--- src/rtl/cla_pkg.sv ---
package cla_pkg;

  // Width handled by one lookahead generator
  localparam int LA_W = 4;

  typedef struct packed {
    logic [LA_W:0] carry;     // carry[0] is the carry in
    logic          grp_gen;
    logic          grp_prop;
  } la_out_t;

  function automatic logic [LA_W-1:0] bit_gen(input logic [LA_W-1:0] x,
                                              input logic [LA_W-1:0] y);
    return x & y;
  endfunction

  function automatic logic [LA_W-1:0] bit_prop(input logic [LA_W-1:0] x,
                                               input logic [LA_W-1:0] y);
    return x | y;
  endfunction

  // Half-sum kept apart from propagate, since propagate is the OR
  function automatic logic [LA_W-1:0] bit_half(input logic [LA_W-1:0] x,
                                               input logic [LA_W-1:0] y);
    return x ^ y;
  endfunction

  // Flat lookahead: every carry is a sum of products of g, p and cin
  function automatic la_out_t lookahead(input logic [LA_W-1:0] g,
                                        input logic [LA_W-1:0] p,
                                        input logic            cin);
    la_out_t r;
    logic    prod;
    r          = '0;
    r.carry[0] = cin;
    for (int i = 0; i < LA_W; i++) begin
      r.carry[i+1] = 1'b0;
      for (int j = 0; j <= i; j++) begin
        prod = g[j];
        for (int k = j + 1; k <= i; k++) prod = prod & p[k];
        r.carry[i+1] = r.carry[i+1] | prod;
      end
      prod = cin;
      for (int k = 0; k <= i; k++) prod = prod & p[k];
      r.carry[i+1] = r.carry[i+1] | prod;
    end
    r.grp_gen = 1'b0;
    for (int j = 0; j < LA_W; j++) begin
      prod = g[j];
      for (int k = j + 1; k < LA_W; k++) prod = prod & p[k];
      r.grp_gen = r.grp_gen | prod;
    end
    r.grp_prop = &p;
    return r;
  endfunction

endpackage

--- src/rtl/cla_group4.sv ---
module cla_group4
  import cla_pkg::*;
(
  input  logic [LA_W-1:0] a_in,
  input  logic [LA_W-1:0] b_in,
  input  logic            c_in,
  output logic [LA_W-1:0] sum_out,
  output logic            grp_gen,
  output logic            grp_prop,
  output logic            c_last
);

  logic [LA_W-1:0] gen_w;
  logic [LA_W-1:0] prop_w;
  logic [LA_W-1:0] half_w;
  la_out_t         la_w;
  logic [LA_W:0]   carry_w;

  always_comb begin
    gen_w   = bit_gen(a_in, b_in);
    prop_w  = bit_prop(a_in, b_in);
    half_w  = bit_half(a_in, b_in);
    la_w    = lookahead(gen_w, prop_w, c_in);
    carry_w = la_w.carry;
  end

  assign sum_out  = half_w ^ carry_w[LA_W-1:0];
  assign grp_gen  = la_w.grp_gen;
  assign grp_prop = la_w.grp_prop;
  assign c_last   = carry_w[LA_W];

  // flat carries agree with the bit-level recurrence
  always_comb begin
    for (int i = 0; i < LA_W; i++) begin
      assert_carry_chain_R2: assert (carry_w[i+1] ==
                                     (gen_w[i] | (prop_w[i] & carry_w[i])))
        else $error("carry chain mismatch at bit %0d", i);
    end
  end

  // group carry-out agrees with group generate/propagate
  always_comb begin
    assert_group_out_R3: assert (c_last == (grp_gen | (grp_prop & c_in)))
      else $error("group carry-out disagrees with group G/P");
  end

endmodule

--- src/rtl/cla_level2.sv ---
module cla_level2
  import cla_pkg::*;
(
  input  logic [LA_W-1:0] grp_g,
  input  logic [LA_W-1:0] grp_p,
  input  logic            c_in,
  output logic [LA_W:0]   grp_carry
);

  la_out_t top_w;

  always_comb begin
    top_w     = lookahead(grp_g, grp_p, c_in);
    grp_carry = top_w.carry;
  end

  // second-level carries follow the group recurrence
  always_comb begin
    for (int k = 0; k < LA_W; k++) begin
      assert_group_chain_R4: assert (grp_carry[k+1] ==
                                     (grp_g[k] | (grp_p[k] & grp_carry[k])))
        else $error("second-level carry mismatch at group %0d", k);
    end
  end

endmodule

--- src/rtl/cla_adder16.sv ---
module cla_adder16
  import cla_pkg::*;
(
  input  logic [15:0] op_a,
  input  logic [15:0] op_b,
  input  logic        carry_in,
  output logic [15:0] sum,
  output logic        carry_out
);

  localparam int NUM_GROUPS = LA_W;
  localparam int WIDTH      = NUM_GROUPS * LA_W;

  logic [NUM_GROUPS-1:0] grp_g_w;
  logic [NUM_GROUPS-1:0] grp_p_w;
  logic [NUM_GROUPS-1:0] grp_last_w;
  logic [NUM_GROUPS:0]   grp_carry_w;
  logic [WIDTH-1:0]      sum_w;

  for (genvar k = 0; k < NUM_GROUPS; k++) begin : g_grp
    cla_group4 u_grp (
      .a_in    (op_a[k*LA_W +: LA_W]),
      .b_in    (op_b[k*LA_W +: LA_W]),
      .c_in    (grp_carry_w[k]),
      .sum_out (sum_w[k*LA_W +: LA_W]),
      .grp_gen (grp_g_w[k]),
      .grp_prop(grp_p_w[k]),
      .c_last  (grp_last_w[k])
    );
  end

  cla_level2 u_top (
    .grp_g    (grp_g_w),
    .grp_p    (grp_p_w),
    .c_in     (carry_in),
    .grp_carry(grp_carry_w)
  );

  assign sum       = sum_w;
  assign carry_out = grp_carry_w[NUM_GROUPS];

  // each group's own carry-out matches the second-level carry
  always_comb begin
    for (int k = 0; k < NUM_GROUPS; k++) begin
      assert_carry_match_R4: assert (grp_last_w[k] == grp_carry_w[k+1])
        else $error("group %0d internal carry-out differs from level two", k);
    end
  end

  // full result equals the arithmetic sum
  always_comb begin
    assert_sum_value_R1: assert ({carry_out, sum} ==
                                 ({1'b0, op_a} + {1'b0, op_b} + {16'd0, carry_in}))
      else $error("sum mismatch");
  end

endmodule

--- config.mk ---
export PLATFORM = sky130hd
export DESIGN_NAME = cla_adder16
export DESIGN_NICKNAME = d
export VERILOG_FILES = /design/src/rtl/cla_pkg.sv /design/src/rtl/cla_group4.sv /design/src/rtl/cla_level2.sv /design/src/rtl/cla_adder16.sv
export SDC_FILE = /design/constraint.sdc
export NUM_CORES = 1
export LEC_CHECK = 0
export ABC_AREA = 1
export BUFFER_PORTS_ARGS = -buffer_cell sky130_fd_sc_hd__clkbuf_2
export CORE_MARGIN = 3
export CORE_UTILIZATION = 35
export DETAILED_ROUTE_END_ITERATION = 10
export PLACE_DENSITY_LB_ADDON = 0.15
export SLEW_MARGIN = 10
export SYNTH_ARGS = -nofsm -noshare
export SYNTH_HDL_FRONTEND = slang
export SYNTH_SLANG_ARGS = --single-unit
--- constraint.sdc ---
create_clock -name vclk -period 4
set_input_delay 0.6 -clock vclk [all_inputs]
set_output_delay 0.6 -clock vclk [all_outputs]
set_load 0.05 [all_outputs]
; Word level (Yosys, flattened, before mapping)
; Index checks and enable logic that the tools add are counted.
[op_classes]
n_reduce_logical = 4
n_bitwise = 108
[ops]
columns = operator, count
row1 = 1-bit bitwise AND, 46
row2 = 1-bit bitwise OR, 46
row3 = 4-bit XOR, 8
row4 = 4-bit bitwise AND, 4
row5 = 4-bit bitwise OR, 4
row6 = 4-bit AND reduction, 4
[word_totals]
word_cells = 112
register_bits = 0
input_bits = 33
out_inout_bits = 17

; Depth between registers and ports, before layout
; Gate-level depths: netlist of the first run.
[depth]
depth_word = 17
ltp_mapped = 15
mapped_depth_nobuf = 15

; By module
; Synthesis of the first run repeated with hierarchy kept, for this count alone.
[hier_totals]
hier_cells = 195
hier_area_um2 = 1227.4
[modules_own_cells]
columns = module, cells_per_inst, n_inst, area_each_um2, seq_area_each_um2
row1 = cla_group4 at g_grp[0].u_grp ..., 43, 3, 279.0, 0.0
row2 = cla_group4 at g_grp[3].u_grp, 45, 1, 296.5, 0.0
row3 = cla_level2, 21, 1, 93.8, 0.0

; Least setup slack after synthesis of the first run
; OpenSTA, ideal clock, no wires.
[synth_timing]
kind = input to output
startpoint = input op_a[5]
endpoint = output sum[13]
slack_ns = 0.974
cell_stages = 11
arrival_time_ns = 2.426
required_time_ns = 3.400
path_buffers = 0
path_cell_list = inv_1 -> ha_1 -> inv_1 -> nand2_1 -> nand2_1 -> a21oi_1 -> nand2_1 -> nand2_1 -> nand2_2 -> fa_1 -> xor2_1
[synth_between]
elab_chain_cells = 14
word_cells_on_any_way = 22
classes_between = bitwise: 21 / reduce/logical: 1
[synth_rtl]
columns = element, line
row1 = start: declaration, cla_adder16.sv:4  ; input logic [15:0] op_a,
row2 = 4-bit bitwise OR, cla_pkg.sv:19  ; return x | y;
row3 = 1-bit bitwise AND (2 in a row), cla_pkg.sv:50  ; for (int k = j + 1; k < LA_W; k++) prod = prod & p[k];
row4 = 1-bit bitwise AND, -
row5 = 1-bit bitwise OR, -
row6 = 1-bit bitwise OR (2 in a row), cla_pkg.sv:51  ; r.grp_gen = r.grp_gen | prod;
row7 = 1-bit bitwise AND, cla_pkg.sv:40  ; for (int k = j + 1; k <= i; k++) prod = prod & p[k];
row8 = 1-bit bitwise OR (2 in a row), cla_pkg.sv:41  ; r.carry[i+1] = r.carry[i+1] | prod;
row9 = 1-bit bitwise OR (*), cla_pkg.sv:45  ; r.carry[i+1] = r.carry[i+1] | prod;
row10 = 1-bit bitwise AND (*), cla_pkg.sv:44  ; for (int k = 0; k <= i; k++) prod = prod & p[k];
row11 = 1-bit bitwise OR (*), cla_pkg.sv:45
row12 = 4-bit XOR (*), cla_group4.sv:27  ; assign sum_out = half_w ^ carry_w[LA_W-1:0];
row13 = end: declaration, cla_adder16.sv:7  ; output logic [15:0] sum,
; Every way passes the cells marked *; elsewhere a longest branch is shown, timed or not.

; Final worst setup path of the first run
[layout_timing]
startpoint = input op_b[1]
endpoint = output sum[13]
[layout_between]
elab_chain_cells = 15
word_cells_on_any_way = 22
classes_between = bitwise: 21 / reduce/logical: 1
[layout_rtl]
columns = element, line
row1 = start: declaration, cla_adder16.sv:5  ; input logic [15:0] op_b,
row2 = 4-bit bitwise OR, cla_pkg.sv:19
row3 = 1-bit bitwise AND (2 in a row), cla_pkg.sv:50
row4 = 1-bit bitwise AND, -
row5 = 1-bit bitwise OR, -
row6 = 1-bit bitwise OR (2 in a row), cla_pkg.sv:51
row7 = 1-bit bitwise AND (2 in a row), cla_pkg.sv:40
row8 = 1-bit bitwise OR (2 in a row), cla_pkg.sv:41
row9 = 1-bit bitwise OR (*), cla_pkg.sv:45
row10 = 1-bit bitwise AND (*), cla_pkg.sv:44
row11 = 1-bit bitwise OR (*), cla_pkg.sv:45
row12 = 4-bit XOR (*), cla_group4.sv:27
; Marked as above.

==> results of run 1 <==
## synthesized netlist by cell type (all sizes together)
cell type,n
nand2,29
xnor2,2
or2,1
ha,32
a211oi,1
inv,53
nor3,1
nor2,8
o21ai,1
a21oi,7
xor2,7
nand4,1
o21bai,2
fa,4
nand3,10
nand3b,1
## per-layer routing
layer  up-vias  share of wire (%)  GRT usage (%)
met3         0                5.7              0
li1        570                  -              -
met2        26                 52           24.3
met4         0                  0              0
met5         -                  0              0
met1       448                 42           15.4
## how the worst min path moves through the flow
stage	depth (start not counted)	slack, ns	end
finish	3	1.74	sum[4]
CTS	3	1.74	sum[4]
floorplan	3	1.59	sum[10]
global route	3	1.77	sum[0]
global placement	3	1.74	sum[4]
detailed placement	3	1.74	sum[8]
## power groups by stage
stage	combinational, mW	clock, mW	sequential (mW)
after floorplan	0.224	0	0
after global placement	0.285	0	0
after detailed placement	0.289	0	0
after CTS	0.290	0	0
after global routing	0.314	0	0
final	0.286	0	0
## cell usage in the layout (no fill, tap or decap), drive strengths merged
cell	Yosys	layout
inv	53	53
clkbuf	0	50
ha	32	32
nand2	29	29
nand3	10	10
nor2	8	8
a21oi	7	7
xor2	7	7
fa	4	4
o21bai	2	2
xnor2	2	2
or2	1	1
nand3b	1	1
nor3	1	1
o21ai	1	1
nand4	1	1
a211oi	1	1
## cell families after synthesis
family,synth area share (%)
buffers and inverters,18.7
xor gates and xnor gates,8.12
and+or+nand+nor,21.8
adders and majority gates,45.2
AOI/OAI and AO/OA,6.23
## per-stage QoR
step | instance area (µm²) | hold WS, ns | utilization, % | setup WS [ns]
after floorplan | 1060 | 1.59 | - | 0.974
after global placement | 1350 | 1.74 | 47.8 | 1.10
after detailed placement | 1350 | 1.74 | 47.8 | 1.09
after CTS | 1350 | 1.74 | 47.8 | 1.08
after global routing | 1350 | 1.77 | 47.8 | 0.933
final | 1350 | 1.74 | 47.8 | 1.11
## cell type report
cell class / instances / area (µm²) / area share, %
multi-input cells: 107 / 865 / 63.9
inverters: 53 / 199 / 14.7
well taps: 31 / 38.8 / 2.87
repair buffers: 50 / 250 / 18.5
## worst max-delay path, delay by kind of cell
family	cells	cell delay [ns]
xor+xnor	1	0.13
fa+ha+maj	2	0.53
buf+inv	4	0.50
simple gates	8	0.52
==> summary.txt, run 1 <==
Cells and area
  • Area growth from synthesis to layout: 27.2%
  • Layout cells sized above 1: 27.1%
  • Final net count: 281
  • CLK BUF: 0
  • Antenna cells: 0
  • Storage cell area: 0 µm²
  • # fillers: 304
  • FFs & Latches: 0
  • Post-Layout Cell Count: 241

Worst setup path
  • CP Cell Sequence: clkbuf_2, inv_1, ha_1, inv_1, nand2_1, nand2_1, nand2_1, nand2_1, nand2_1, nand2_1, nand2_1, nand2_2, fa_1, xor2_1, clkbuf_2
  • Data arrival, critical path: 2.29 ns
  • Slowest cell on crit path: fa_1
  • Critical Path Sink: sum[13]
  • CP startpoint: op_b[1]
  • Crit path required time: 3.40 ns
  • Largest stage delay on the critical path: 0.37 ns
  • Largest fanout on the critical path: 3
  • Crit. End Element: primary output
  • Startpoint Class: primary input
  • CP dominant cell by count: nand2_1
  • CP Class: primary input to primary output

Clock network
  • Postcts setup bufs: 0
  • Hold-fix buffer count after cts: 0
  • # resized after CTS: 0

STA
  • Hold Violations, Final: 0
  • Slew Viols, Final: 0
  • Worst-margin pin slew: 0.307 ns
  • RSZ-0062 raised after global routing: false
  • Final Setup Violations: 0
  • Setup TNS: 0 ns
  • Period Utilization, post-route: 72.2%
  • Max_slew headroom: 79.4%
  • Fmax: 346 MHz
  • Minimum clock period: 2.89 ns

Drt
  • Vias: 1,044
  • ANT nets after route: 0
  • First-iteration detailed-routing DRC count: 9
  • Routed length per instance: 8.15 µm
  • Routed WL: 1.97 mm
  • DRT Pass-1 Iters: 2
  • Via/cell ratio: 4.33
  • DRC viols: 0

Synthesis
  • Sequential share of the synthesized area: 0%
  • Top cell type's share of synthesized area: 37.6%
  • Distinct cells, synth: 21
  • Synth area leaders: ha_1, inv_1, nand2_1, fa_1, xor2_1
  • Synthesized net count: 229
  • Leading area contributor after synthesis: ha_1
  • Synth warnings: 0
  • Post-synthesis cell area: 1060 µm²
  • Avg Cell Area, Syn: 6.65 µm²
  • Instance count of the mapped netlist: 160

Global route
  • GRT Overall Usage: 12.2%
  • First-pass GRT wire length: 3.80 mm
  • Gr ovfl total: 0
  • Antenna violations before repair: 0
  • Largest net degree at the start of global routing: 5
  • Number of global-route vias before repair: 1,017

Power
  • Sequential power share: 0%
  • Total power: 0.286 mW
  • Peak VDD IR: 0.0000995 V
  • Net Sw Frac: 72.4%
  • Comb pwr share: 100.0%
  • Pwr/cell area: 211 nW/µm²
  • Int Pwr: 0.0787 mW
  • Clk pwr share: 0%
  • Switch Pwr: 0.207 mW
  • Leak: 0.919 nW

Floorplanning
  • I/O pins: 50
  • Die H: 61.1 µm
  • CORE AREA: 2830 µm²
  • Initial Utilization: 37.6%
  • Die ar.: 3740 µm²
  • Die W: 61.1 µm
  • Rows: 19

Status
  • Status: finished clean

Placement
  • Placed Cells: 241
  • I/O Buffers: 50
  • Gpl congestion: 0.681
  • DP Wirelength: 1.94 mm

Run
  • Number of max-cap violations: 0

Hold path
  • Hold path startpoint: op_b[4]
  • Worst hold path class: primary input to primary output
Note: power is estimated with default switching activity, not from simulation.
==> inputs of run 2 (changes only) <==
ABC_AREA = 0   (was 1)
clock period = 3 ns   (was 4 ns; I/O delays follow)
==> summary.txt, run 2 <==
Status
  • Status: finished clean

Hold path
  • Worst hold path class: primary input to primary output

Clock network
  • # resized after CTS: 0
  • Postcts setup bufs: 0
  • Hold-fix buffer count after cts: 0

Cells and area
  • Commonest non-fill, non-tap cells in the layout: clkbuf_2, inv_1, ha_1
  • Final net count: 261
  • Storage cell area: 0 µm²
  • Area of the multi-input gates: 990 µm²
  • Post-Layout Cell Count: 232
  • Area growth from synthesis to layout: 28.2%
  • Antenna cells: 0
  • Layout cells sized above 1: 35.3%
  • # fillers: 308
  • Final core utilization: 49.5%
  • FFs & Latches: 0
  • CLK BUF: 0
  • Commonest non-fill, non-tap cell in the layout: clkbuf_2

Global route
  • Gr ovfl total: 0
  • Number of global-route vias before repair: 1,048
  • Antenna violations before repair: 0
  • GRT Overall Usage: 11.6%
  • First-pass GRT wire length: 4.04 mm
  • Largest net degree at the start of global routing: 6

Synthesis
  • Avg Cell Area, Syn: 8.00 µm²
  • Post-synthesis cell area: 1120 µm²
  • Compound-Gate Fraction of Synth Area: 17.2%
  • Top cell type's share of synthesized area: 35.8%
  • Synth cell count leaders: inv_1, ha_1, nor2_1
  • Synth warnings: 0
  • Mux share of post-synthesis cell area: 0%
  • Largest family of logic cells by synthesized area: adder cells
  • Area share of fa/ha/maj cells after synthesis: 42.9%
  • Distinct cells, synth: 34
  • Synth area leaders: ha_1, inv_1, fa_1, xor2_1, nor4_4
  • Instance count of the mapped netlist: 140
  • Synthesized net count: 209
  • Synth Area in XOR/XNOR: 8.60%
  • Sequential share of the synthesized area: 0%
  • Count leader, synth: inv_1
  • Simple-gate share of the synthesized area: 18.5%
  • Leading area contributor after synthesis: ha_1

Worst setup path
  • Slowest cell on crit path: fa_1
  • Crit. End Element: primary output
  • Crit path required time: 2.55 ns
  • Largest stage delay on the critical path: 0.41 ns
  • CP Class: primary input to primary output
  • Startpoint Class: primary input
  • Largest fanout on the critical path: 3
  • Data arrival, critical path: 2.32 ns
  • Crit path buffers/inverters: 4
  • CP Cell Sequence: clkbuf_2, inv_1, ha_1, nor4_4, inv_1, a31oi_1, or2_1, fa_1, clkbuf_2
  • Worst path top cell family by delay: adder cells

Placement
  • I/O Buffers: 50
  • Gpl congestion: 0.813
  • Pre-CTS setup slack: 0.218 ns
  • Placed Cells: 232
  • DP Wirelength: 2.20 mm

Drt
  • Via/cell ratio: 4.44
  • Vias: 1,029
  • DRC viols: 0
  • DRT Pass-1 Iters: 4
  • ANT nets after route: 0
  • First-iteration detailed-routing DRC count: 23
  • Routed length per instance: 9.79 µm
  • Routed WL: 2.27 mm

STA
  • Max_slew headroom: 67.4%
  • Final Setup Violations: 0
  • Minimum clock period: 2.77 ns
  • Worst-margin pin slew: 0.484 ns
  • RSZ-0062 raised after global routing: false
  • Fmax: 360 MHz
  • Slew Viols, Final: 0
  • Period Utilization, post-route: 92.5%
  • Setup TNS: 0 ns
  • Hold Violations, Final: 0
  • Worst Slack Setup Final: 0.225 ns

Floorplanning
  • Rows: 19
  • Die W: 62.6 µm
  • Initial Utilization: 38.6%
  • CORE AREA: 2900 µm²
  • Die ar.: 3910 µm²
  • I/O pins: 50
  • Die H: 62.6 µm

Power
  • Peak VDD IR: 0.000174 V
  • Leak: 0.835 nW
  • Pwr/cell area: 288 nW/µm²

Run
  • Number of max-cap violations: 0
-- run 2: stage by stage --
stage / power [mW] / instance area, µm² / hold WS [ns]
6_report: 0.413 / 1440 / 1.44
5_1_grt: 0.447 / 1440 / 1.47
4_1_cts: 0.419 / 1440 / 1.45
3_5_place_dp: 0.418 / 1440 / 1.44
3_3_place_gp: 0.409 / 1440 / 1.44
2_1_floorplan: 0.327 / 1130 / 1.28
-- run 2: power breakdown --
group | switching [mW] | internal, mW
registers | 0 | 0
clock network | 0 | 0
logic | 0.293 | 0.120
-- run 2: kinds of logic after synthesis --
| logic type | count (synthesis) |
|---|---|
| XOR/XNOR | 11 |
| AND/OR/NAND/NOR | 33 |
| adder cells (fa/ha/maj) | 36 |
| AO/OA/AOI/OAI | 22 |
| buffers and inverters | 38 |
-- run 2: final timing paths --
path | from | endpoint | cells after the start
worst min-delay path | op_b[12] | sum[12] | 3
worst max-delay path | op_a[7] | sum[8] | 9
-- run 2: area by class of cell --
| class | instances | share of cell area (%) |
|---|---|---|
| repair buffers | 50 | 17.4 |
| multi-input cells | 102 | 69.0 |
| well taps | 42 | 3.66 |
| inverters | 38 | 9.94 |
-- run 2: routing by layer --
layer | GRT usage (%) | routed length, µm
met5 | 0 | 0
met4 | 0 | 0
met3 | 0.540 | 107
met2 | 24.4 | 1250
met1 | 13.2 | 915
==> inputs of run 3 (changes only) <==
--- a/config.mk
+++ b/config.mk
@@ -12,5 +12,4 @@
 export DETAILED_ROUTE_END_ITERATION = 10
 export PLACE_DENSITY_LB_ADDON = 0.15
-export SLEW_MARGIN = 10
 export SYNTH_ARGS = -nofsm -noshare
 export SYNTH_HDL_FRONTEND = slang
==> constraint.sdc (replaced) <==
create_clock -name vclk -period 3
set_input_delay 0.45 -clock vclk [all_inputs]
set_output_delay 0.45 -clock vclk [all_outputs]
set_load 0.005 [all_outputs]
==> summary.txt, run 3 (synthesized netlist as in run 2, its figures left out) <==
Cells and area
  • Area growth from synthesis to layout: 27.0%
  • Final net count: 261
  • Antenna cells: 0
  • # fillers: 312
  • Storage cell area: 0 µm²
  • Area of the multi-input gates: 977 µm²
  • FFs & Latches: 0
  • Commonest non-fill, non-tap cell in the layout: clkbuf_2
  • CLK BUF: 0
  • Commonest non-fill, non-tap cells in the layout: clkbuf_2, inv_1, ha_1
  • Layout cells sized above 1: 34.2%

Global route
  • Antenna violations before repair: 0
  • First-pass GRT wire length: 3.95 mm
  • Number of global-route vias before repair: 1,041
  • M1 GR Usage: 13.7%
  • Gr ovfl total: 0
  • Met3 usage: 0.899%
  • Met2 GRT Util: 22.2%
  • Grt peak-use layer: met2
  • GRT Overall Usage: 11.2%
  • Largest net degree at the start of global routing: 6

Placement
  • I/O Buffers: 50
  • Gpl congestion: 0.783
  • DP Wirelength: 2.10 mm

Hold path
  • Worst hold stages: 3
  • Worst hold path class: primary input to primary output
  • WHS Endpoint: sum[8]
  • Hold path startpoint: op_b[8]

STA
  • Worst-margin pin slew: 0.391 ns
  • Setup TNS: 0 ns
  • Slew Viols, Final: 0
  • Hold_ws: 1.28 ns
  • Minimum clock period: 2.65 ns
  • Fmax: 378 MHz
  • RSZ-0062 raised after global routing: false
  • Hold Violations, Final: 0
  • Period Utilization, post-route: 88.2%
  • Max_slew headroom: 73.7%
  • Final Setup Violations: 0

Status
  • Status: finished clean

Clock network
  • Hold-fix buffer count after cts: 0
  • Postcts setup bufs: 0
  • # resized after CTS: 0

Drt
  • DRC viols: 0
  • Routed WL: 2.15 mm
  • Via/cell ratio: 4.51
  • Vias: 1,046
  • ANT nets after route: 0
  • DRT Pass-1 Iters: 4
  • Routed length per instance: 9.25 µm
  • First-iteration detailed-routing DRC count: 22

Worst setup path
  • CP Cell Sequence: clkbuf_2, inv_1, ha_1, nor4_4, inv_1, a31oi_1, or2_1, fa_1, clkbuf_2
  • Data arrival, critical path: 2.20 ns
  • Largest fanout on the critical path: 3
  • Crit. End Element: primary output
  • Startpoint Class: primary input
  • Worst path top cell family by delay: adder cells
  • Slowest cell on crit path: fa_1
  • CP Class: primary input to primary output
  • Crit path buffers/inverters: 4
  • Largest stage delay on the critical path: 0.40 ns
  • Crit path required time: 2.55 ns

Floorplanning
  • Die W: 62.6 µm
  • Initial Utilization: 38.6%
  • I/O pins: 50
  • Die ar.: 3910 µm²
  • Rows: 19
  • CORE AREA: 2900 µm²
  • Die H: 62.6 µm

Power
  • Pwr/cell area: 167 nW/µm²
  • Peak VDD IR: 0.0000711 V
  • Total power: 0.238 mW
  • Leak: 0.832 nW

Run
  • Number of max-cap violations: 0
run 3: cell counts in the layout (fill, tap and decap cells not counted):
No cell type changed its count.
run 3: worst max-delay path by stage:
stage                       start  depth (start not counted)  slack, ns  endpoint
after detailed placement  op_a[7]                          9       0.36    sum[8]
final                     op_a[7]                          9       0.35    sum[8]
after floorplan           op_a[7]                          7       0.70    sum[8]
after global placement    op_a[7]                          9       0.38    sum[8]
after global routing      op_a[7]                         10       0.23   sum[12]
after CTS                 op_a[7]                          9       0.34    sum[8]
run 3: through the flow:
stage               util (%)  instance area [µm²]  setup slack, ns  cells
finish                  49.1                 1420            0.355    232
global route            49.1                 1420            0.230    232
CTS                     49.1                 1420            0.341    232
detailed placement      49.1                 1420            0.359    232
global placement        49.1                 1420            0.382    232
floorplan                  -                 1120            0.699    140
run 3: routing by layer:
layer  vias up  routed length (µm)
li1        545                   -
met1       466                 887
met2        35                1120
met3         0                 135
met4         0                   0
met5         -                   0
run 3: where the power goes:
| group | switching [mW] | internal (mW) | total, mW |
|---|---|---|---|
| registers | 0 | 0 | 0 |
| logic | 0.121 | 0.117 | 0.238 |
| clock network | 0 | 0 | 0 |
| total | 0.121 | 0.117 | 0.238 |
run 3: layout make-up:
type                       count  area share (%)
timing repair buffer          50            17.6
tap                           42            3.69
multi-input combinational    102            68.7
inverter                      38            10.0
run 3: tightest hold or removal path, delay by kind of cell:
family,cells,cell delay (ns)
adders and majority gates,1,0.16
buffers and inverters,2,0.21
